### src/rtl/scb_pkg.sv
package scb_pkg;

  typedef enum logic [2:0] {
    OP_SCLR = 3'd0,
    OP_SADD = 3'd1,
    OP_SSUB = 3'd2,
    OP_BSTG = 3'd3,
    OP_BR0  = 3'd4
  } scb_op_e;

  typedef enum logic [1:0] {
    SC_LT = 2'd0,
    SC_GT = 2'd1,
    SC_LE = 2'd2,
    SC_EQ = 2'd3
  } scb_scond_e;

  typedef enum logic [1:0] {
    PH_IDLE = 2'd0,
    PH_EX1  = 2'd1,
    PH_EX2  = 2'd2
  } scb_phase_e;

endpackage

### src/rtl/scb_ctrl.sv
module scb_ctrl
  import scb_pkg::*;
#(
  parameter int PC_W   = 11,
  parameter int DATA_W = 16,
  parameter int OFS_W  = 8
) (
  input  logic              clk,
  input  logic              rst_n,
  input  logic              start,
  input  logic [2:0]        op,
  input  logic [1:0]        cond,
  input  logic [DATA_W-1:0] arg,
  input  logic [OFS_W-1:0]  rel,
  input  logic [PC_W-1:0]   pc,
  input  logic [DATA_W-1:0] r0,
  output logic              busy,
  output logic              commit,
  output scb_op_e           op_q,
  output logic [1:0]        cond_q,
  output logic [DATA_W-1:0] arg_q,
  output logic [OFS_W-1:0]  rel_q,
  output logic [PC_W-1:0]   pc_q,
  output logic [DATA_W-1:0] r0_q
);

  scb_phase_e phase, phase_d;
  logic       accept;

  assign accept = start && (phase == PH_IDLE);
  assign busy   = (phase != PH_IDLE);
  assign commit = (phase == PH_EX2);

  always_comb begin
    phase_d = phase;
    unique case (phase)
      PH_IDLE: if (accept) phase_d = PH_EX1;
      PH_EX1:  phase_d = PH_EX2;
      PH_EX2:  phase_d = PH_IDLE;
      default: phase_d = PH_IDLE;
    endcase
  end

  always_ff @(posedge clk or negedge rst_n) begin
    if (!rst_n) begin
      phase  <= PH_IDLE;
      op_q   <= OP_SCLR;
      cond_q <= '0;
      arg_q  <= '0;
      rel_q  <= '0;
      pc_q   <= '0;
      r0_q   <= '0;
    end else begin
      phase <= phase_d;
      if (accept) begin
        op_q   <= scb_op_e'(op);
        cond_q <= cond;
        arg_q  <= arg;
        rel_q  <= rel;
        pc_q   <= pc;
        r0_q   <= r0;
      end
    end
  end

  // a request during execution leaves the captured operation untouched
  a_r8_busy_ignore: assert property (@(posedge clk) disable iff (!rst_n)
    (busy && start) |=> ($stable(op_q) && $stable(arg_q) && $stable(pc_q) && $stable(rel_q)));

  // an accepted request reaches the commit phase two edges later
  a_r2_no_early_commit: assert property (@(posedge clk) disable iff (!rst_n)
    accept |=> (busy && !commit));

endmodule

### src/rtl/scb_stage_cnt.sv
module scb_stage_cnt
  import scb_pkg::*;
#(
  parameter int CNT_W = 8
) (
  input  logic             clk,
  input  logic             rst_n,
  input  logic             commit,
  input  scb_op_e          op,
  input  logic [CNT_W-1:0] amt,
  output logic [CNT_W-1:0] cnt
);

  logic [CNT_W-1:0] cnt_d;
  logic             cnt_en;

  always_comb begin
    cnt_en = 1'b0;
    cnt_d  = cnt;
    if (commit) begin
      unique case (op)
        OP_SCLR: begin cnt_en = 1'b1; cnt_d = '0;        end
        OP_SADD: begin cnt_en = 1'b1; cnt_d = cnt + amt; end
        OP_SSUB: begin cnt_en = 1'b1; cnt_d = cnt - amt; end
        default: begin cnt_en = 1'b0; cnt_d = cnt;       end
      endcase
    end
  end

  always_ff @(posedge clk or negedge rst_n) begin
    if (!rst_n) begin
      cnt <= '0;
    end else if (cnt_en) begin
      cnt <= cnt_d;
    end
  end

  // clear drives the counter to zero
  a_r3_clear_zero: assert property (@(posedge clk) disable iff (!rst_n)
    (commit && op == OP_SCLR) |=> (cnt == '0));

  // add wraps modulo 2^CNT_W
  a_r4_add_wrap: assert property (@(posedge clk) disable iff (!rst_n)
    (commit && op == OP_SADD) |=> (cnt == CNT_W'($past(cnt) + $past(amt))));

  // the counter moves only on a committed counter operation
  a_r9_cnt_hold: assert property (@(posedge clk) disable iff (!rst_n)
    (!commit || (op != OP_SCLR && op != OP_SADD && op != OP_SSUB)) |=> $stable(cnt));

endmodule

### src/rtl/scb_branch.sv
module scb_branch
  import scb_pkg::*;
#(
  parameter int PC_W   = 11,
  parameter int DATA_W = 16,
  parameter int OFS_W  = 8,
  parameter int CNT_W  = 8
) (
  input  scb_op_e           op,
  input  logic [1:0]        cond,
  input  logic [DATA_W-1:0] arg,
  input  logic [OFS_W-1:0]  rel,
  input  logic [PC_W-1:0]   pc,
  input  logic [DATA_W-1:0] r0,
  input  logic [CNT_W-1:0]  cnt,
  output logic              taken,
  output logic [PC_W-1:0]   target
);

  localparam int EXT_W = PC_W - OFS_W;

  logic [CNT_W-1:0] thr;
  logic [PC_W-1:0]  rel_ext;
  logic             stg_hit;
  logic             r0_hit;

  assign thr = arg[CNT_W-1:0];

  generate
    if (EXT_W > 0) begin : g_sext
      assign rel_ext = {{EXT_W{rel[OFS_W-1]}}, rel};
    end else begin : g_trunc
      assign rel_ext = rel[PC_W-1:0];
    end
  endgenerate

  always_comb begin
    unique case (scb_scond_e'(cond))
      SC_LT:   stg_hit = (cnt <  thr);
      SC_GT:   stg_hit = (cnt >  thr);
      SC_LE:   stg_hit = (cnt <= thr);
      SC_EQ:   stg_hit = (cnt == thr);
      default: stg_hit = 1'b0;
    endcase
  end

  assign r0_hit = cond[0] ? (r0 >= arg) : (r0 < arg);

  always_comb begin
    unique case (op)
      OP_BSTG: taken = stg_hit;
      OP_BR0:  taken = r0_hit;
      default: taken = 1'b0;
    endcase
  end

  assign target = taken ? (pc + rel_ext) : (pc + PC_W'(1));

endmodule

### src/rtl/scb_unit.sv
module scb_unit
  import scb_pkg::*;
#(
  parameter int PC_W   = 11,
  parameter int DATA_W = 16,
  parameter int OFS_W  = 8,
  parameter int CNT_W  = 8
) (
  input  logic              clk_i,
  input  logic              rst_ni,
  input  logic              start_i,
  input  logic [2:0]        op_i,
  input  logic [1:0]        cond_i,
  input  logic [DATA_W-1:0] arg_i,
  input  logic [OFS_W-1:0]  rel_i,
  input  logic [PC_W-1:0]   pc_i,
  input  logic [DATA_W-1:0] r0_i,
  output logic              busy_o,
  output logic              done_o,
  output logic              taken_o,
  output logic [PC_W-1:0]   next_pc_o,
  output logic [CNT_W-1:0]  stage_cnt_o
);

  logic [1:0] rst_pipe;
  logic       rst_n;

  always_ff @(posedge clk_i or negedge rst_ni) begin
    if (!rst_ni) rst_pipe <= 2'b00;
    else         rst_pipe <= {rst_pipe[0], 1'b1};
  end
  assign rst_n = rst_pipe[1];

  logic              commit;
  scb_op_e           op_q;
  logic [1:0]        cond_q;
  logic [DATA_W-1:0] arg_q;
  logic [OFS_W-1:0]  rel_q;
  logic [PC_W-1:0]   pc_q;
  logic [DATA_W-1:0] r0_q;
  logic              br_taken;
  logic [PC_W-1:0]   br_target;

  scb_ctrl #(.PC_W(PC_W), .DATA_W(DATA_W), .OFS_W(OFS_W)) i_ctrl (
    .clk(clk_i), .rst_n(rst_n), .start(start_i), .op(op_i), .cond(cond_i),
    .arg(arg_i), .rel(rel_i), .pc(pc_i), .r0(r0_i), .busy(busy_o),
    .commit(commit), .op_q(op_q), .cond_q(cond_q), .arg_q(arg_q),
    .rel_q(rel_q), .pc_q(pc_q), .r0_q(r0_q)
  );

  scb_stage_cnt #(.CNT_W(CNT_W)) i_cnt (
    .clk(clk_i), .rst_n(rst_n), .commit(commit), .op(op_q),
    .amt(arg_q[CNT_W-1:0]), .cnt(stage_cnt_o)
  );

  scb_branch #(.PC_W(PC_W), .DATA_W(DATA_W), .OFS_W(OFS_W), .CNT_W(CNT_W)) i_br (
    .op(op_q), .cond(cond_q), .arg(arg_q), .rel(rel_q), .pc(pc_q),
    .r0(r0_q), .cnt(stage_cnt_o), .taken(br_taken), .target(br_target)
  );

  logic            done_d;
  logic            taken_d;
  logic [PC_W-1:0] npc_d;

  always_comb begin
    done_d  = commit;
    taken_d = taken_o;
    npc_d   = next_pc_o;
    if (commit) begin
      taken_d = br_taken;
      npc_d   = br_target;
    end
  end

  always_ff @(posedge clk_i or negedge rst_n) begin
    if (!rst_n) begin
      done_o    <= 1'b0;
      taken_o   <= 1'b0;
      next_pc_o <= '0;
    end else begin
      done_o    <= done_d;
      taken_o   <= taken_d;
      next_pc_o <= npc_d;
    end
  end

  // completion strobe lasts one cycle
  a_r2_done_single: assert property (@(posedge clk_i) disable iff (!rst_n)
    done_o |=> !done_o);

  // a not-taken completion points at the following word
  a_r7_fallthrough: assert property (@(posedge clk_i) disable iff (!rst_n)
    (done_o && !taken_o) |-> (next_pc_o == PC_W'(pc_q + PC_W'(1))));

  // results only change on a completion
  a_r10_result_hold: assert property (@(posedge clk_i) disable iff (!rst_n)
    !commit |=> ($stable(taken_o) && $stable(next_pc_o)));

endmodule

### config.mk
export PLATFORM = sky130hd
export DESIGN_NAME = scb_unit
export DESIGN_NICKNAME = d
export VERILOG_FILES = /design/src/rtl/scb_pkg.sv /design/src/rtl/scb_ctrl.sv /design/src/rtl/scb_stage_cnt.sv /design/src/rtl/scb_branch.sv /design/src/rtl/scb_unit.sv
export SDC_FILE = /design/constraint.sdc
export NUM_CORES = 1
export LEC_CHECK = 0
export BUFFER_PORTS_ARGS = -buffer_cell sky130_fd_sc_hd__buf_2
export CAP_MARGIN = 20
export CORE_MARGIN = 10
export CORE_UTILIZATION = 55
export DETAILED_ROUTE_END_ITERATION = 10
export PLACE_DENSITY = 0.76
export SYNTH_ARGS = -nofsm -noshare
export SYNTH_HDL_FRONTEND = slang
export SYNTH_HIERARCHICAL = 1
export SYNTH_SLANG_ARGS = --single-unit
### constraint.sdc
create_clock -name clk_i -period 3.4 [get_ports clk_i]
set_input_delay 0.51 -clock clk_i [delete_from_list [all_inputs] [get_ports clk_i]]
set_output_delay 0.51 -clock clk_i [all_outputs]
set_load 0.005 [all_outputs]
==> impl_metrics.tcl <==
set metrics [dict create \
    status "finished, violations left" \
    violations "negative setup slack" \
    fmax_mhz 252 \
    worstRegToRegCells 19 \
    multi_input_area_um2 2790 \
    fp.dieArea_um2 12800 \
    cap_violations 0 \
    cts_buffer_depth 2 \
    vias 3527 \
    worstPathArrival_ns 4.22 \
    ir_drop_mv 0.437 \
    rows 33 \
    syn_area_per_cell_um2 12.2 \
    grt_max_degree 80 \
    finalPower_w 0.00483 \
    synth_top_cells_by_count "81 x dfrtp_1, 42 x ha_1, 39 x mux2_4" \
    netSwitchingFraction_pct 35.3 \
    clkTransAtPathRegs_ns 0.08 \
    slew_headroom_pct 40.5 \
    hpwlAfterDp_mm 8.14 \
    endpoint_kind "register" \
    port_buffers 80 \
    grt_pass1_wl_mm 18.8 \
    avgViaCountPerCell 5.49 \
    maxSlewViolCount 0 \
    tightest_slew_ns 0.893 \
    seqCellArea_um2 2030 \
    synth_edf_count 0 \
    power.share.sequential_pct 30.8 \
    finalSetupViolations 7 \
    hold_violations 0 \
    drive_gt1_share_pct 51.6 \
    r2r-end "next_pc_o[8]" \
    cp_cell_sequence "ha_4 > and4_4 > and3_4 > a221o_1 > o31a_1 > a211oi_2 > a21oi_2 > buf_6 > nand2b_4 > fa_2 > nor2b_4 > o21ai_4 > a21oi_2 > o21ai_1 > nand2b_1 > a21oi_2 > buf_4 > xnor2_2 > mux2_4" \
    fin_crit_sh_pct 117 \
    syn-cell-area_um2 4780 \
    routedWlPerCell_um 18.3 \
    skew_ns 0.00608 \
    timing_worst_setup_path_type "register to register" \
    dr.pass1.iters 4 \
    worstSkewPairLatency_ns 0.36 \
    ys.warnings.count 6 \
    final_cell_area_um2 6170 \
    antenna_found_initial 0 \
    placedCellCount 613 \
    start_kind "register" \
    crit_slowest_cell "fa_2" \
    yosysTopAreaCellShare_pct 42.4 \
    synth-seq-area-share_pct 42.4 \
    fin_cells 642 \
    core_area_um2 8340 \
    synth_area_leaders "dfrtp_1 42%, mux2_4 12%, ha_1 11%" \
    diodes 0 \
    yosysTopAreaCell "dfrtp_1" \
    final.setup.worst_slack_ns -0.575 \
    crit_top_cell "a21oi_2" \
    cts_root_buf "clkbuf_8" \
    layout.nets 636 \
    grt_pass1_vias 3724 \
    die_w_um 113 \
    placed_area_um2 5610 \
    synthArstFlopShare_pct 100 \
    die_y_um 113 \
    combPwrFrac_pct 52.5 \
    synthToLayoutAreaGrowth_pct 29.1 \
    grt_use_total_pct 18.1 \
    worst-r2r-setup-slack_ns -0.57 \
    rsz0062_at_grt "true" \
    n_fill_cell 545 \
    synth_most_common_cell "dfrtp_1" \
    synth_flop_cell "dfrtp_1" \
    p_sw_w 0.00170 \
    slowest_delay_ns 0.42 \
    initial_core_util_pct 57.3 \
    ant_nets 0 \
    powerDensity_nw_per_um2 783 \
    grt-ovfl-total 0 \
    fin_setup_tns_ns -2.55 \
    hold_class "register to asynchronous set/reset pin" \
    finalCriticalPeriod_ns 3.97 \
    cp_max_fo 8 \
    p_int_w 0.00313 \
    cp.required_ns 3.65 \
    cts_tree "yes" \
    finalWeightedCongestion 0.853 \
    synth_fp_nets 494 \
    wirelength_mm 11.8 \
    yosysUniqueCellTypes 55 \
    drtIter0Drc 165 \
    cts_buffers 9 \
    io_pins 81 \
    p_clk_share_pct 16.7 \
    ys_ff_latch 81 \
    syn_inst 391 \
    p_leak_nw 3.03 \
    reg2reg_from "i_cnt/cnt[6]" \
    cts_htree_levels 3 \
    clock_sinks 81 \
    post-route-drc-count 0 \
]
-- flip-flops by register name, summed over array words and instances, names as in the netlist, 2 cells and up --
register / cells
i_ctrl/arg_q: 16
i_ctrl/r0_q: 16
i_ctrl/pc_q: 11
next_pc_o: 11
i_cnt/cnt: 8
i_ctrl/rel_q: 8
i_ctrl/op_q: 3
i_ctrl/cond_q: 2
i_ctrl/phase: 2
rst_pipe: 2
-- worst max path at each step --
stage,from,endpoint,slack [ns],cells after the start
6_report,i_cnt/cnt[6],next_pc_o[8],-0.57,19
2_1_floorplan,i_ctrl/arg_q[4],next_pc_o[10],-0.41,21
3_3_place_gp,i_ctrl/arg_q[6],next_pc_o[10],-0.42,21
4_1_cts,i_cnt/cnt[5],next_pc_o[10],-0.49,20
5_1_grt,i_ctrl/arg_q[6],next_pc_o[8],-0.71,21
3_5_place_dp,i_ctrl/arg_q[1],next_pc_o[10],-0.54,22
-- area by class of cell --
type	instances	share of cell area, %
Multi-Input combinational cell	272	45.3
Sequential cell	81	32.9
Inverter	31	1.89
Clock buffer	13	2.74
Tap cell	105	2.13
Timing Repair Buffer	138	14.1
Clock inverter	2	0.973
-- through the flow --
stage	setup WS [ns]	util, %	hold slack, ns
3_5_place_dp	-0.536	67.3	0.296
6_report	-0.575	74.0	0.132
5_1_grt	-0.705	74.0	0.139
2_1_floorplan	-0.411	-	0.214
3_3_place_gp	-0.419	67.3	0.295
4_1_cts	-0.486	72.2	0.363
-- routing by layer --
layer | vias to the layer above | GRT usage (%) | wire length [um]
met2 | 109 | 30.2 | 5860
met1 | 1725 | 21.7 | 4970
met3 | 33 | 5.92 | 676
li1 | 1660 | - | -
met5 | - | 0 | 0
met4 | 0 | 5.58 | 276
-- power groups by stage --
stage	Sequential, W	Clock [W]	Combinational [W]
6_report	0.00149	0.000806	0.00254
5_1_grt	0.00153	0.000874	0.00279
4_1_cts	0.00149	0.000825	0.00236
3_5_place_dp	0.00150	0	0.00221
3_3_place_gp	0.00148	0	0.00213
2_1_floorplan	0.00149	0	0.00147
-- cell usage in the layout (no fill, tap or decap), types with 2 or more instances in the layout --
cell type and count:
buf_2 80, dfrtp_1 79, buf_4 53, mux2_4 41
ha_1 33, mux2_2 28, inv_1 25, nand2_1 19
a21oi_1 13, xnor2_1 13, clkbuf_8 12, o21ai_0 9
nor2_1 9, nor2b_1 8, a21oi_2 8, ha_4 8
inv_2 6, a21o_1 6, nand3_1 6, nand4_1 6
o21ai_1 4, xnor2_2 4, nor3b_1 3, nor2b_2 3
xor2_1 3, buf_6 3, nor3_1 3, bufinv_16 2
a211oi_2 2, o21ai_2 2, nor3b_4 2, a31oi_1 2
-- timing repair --
item                                    in CTS  in global routing
buffers inserted                            12                  2
endpoints found under the setup margin       7                  9
hold endpoints to repair                     2                  0
hold buffers                                 1                  0
pin swaps                                   17                 17
resized for setup                           20                 18
-- logic make-up (layout without fill, tap and decap cells) --
kind of cell,Yosys count,after routing,share of synthesized area [%]
flip-flops,81,81,42.4
AND/OR/NAND/NOR,76,76,9.45
multiplexers,70,70,19.5
AO/OA/AOI/OAI,60,60,7.93
adder cells (fa/ha/maj),44,44,11.8
buffers and inverters,38,184,4.48
XOR/XNOR,21,21,4.32
other,1,1,0.0784
-- worst max-delay path: cells and delay by family, from the launching register on --
| kind | cells | cell delay (ns) |
|---|---|---|
| compound gates | 8 | 1.34 |
| simple gates | 5 | 0.72 |
| xor+xnor | 1 | 0.13 |
| mux | 1 | 0.25 |
| buf+inv | 2 | 0.31 |
| flops | 1 | 0.41 |
| fa+ha+maj | 2 | 0.68 |
Power figures use the tool's default switching activity.
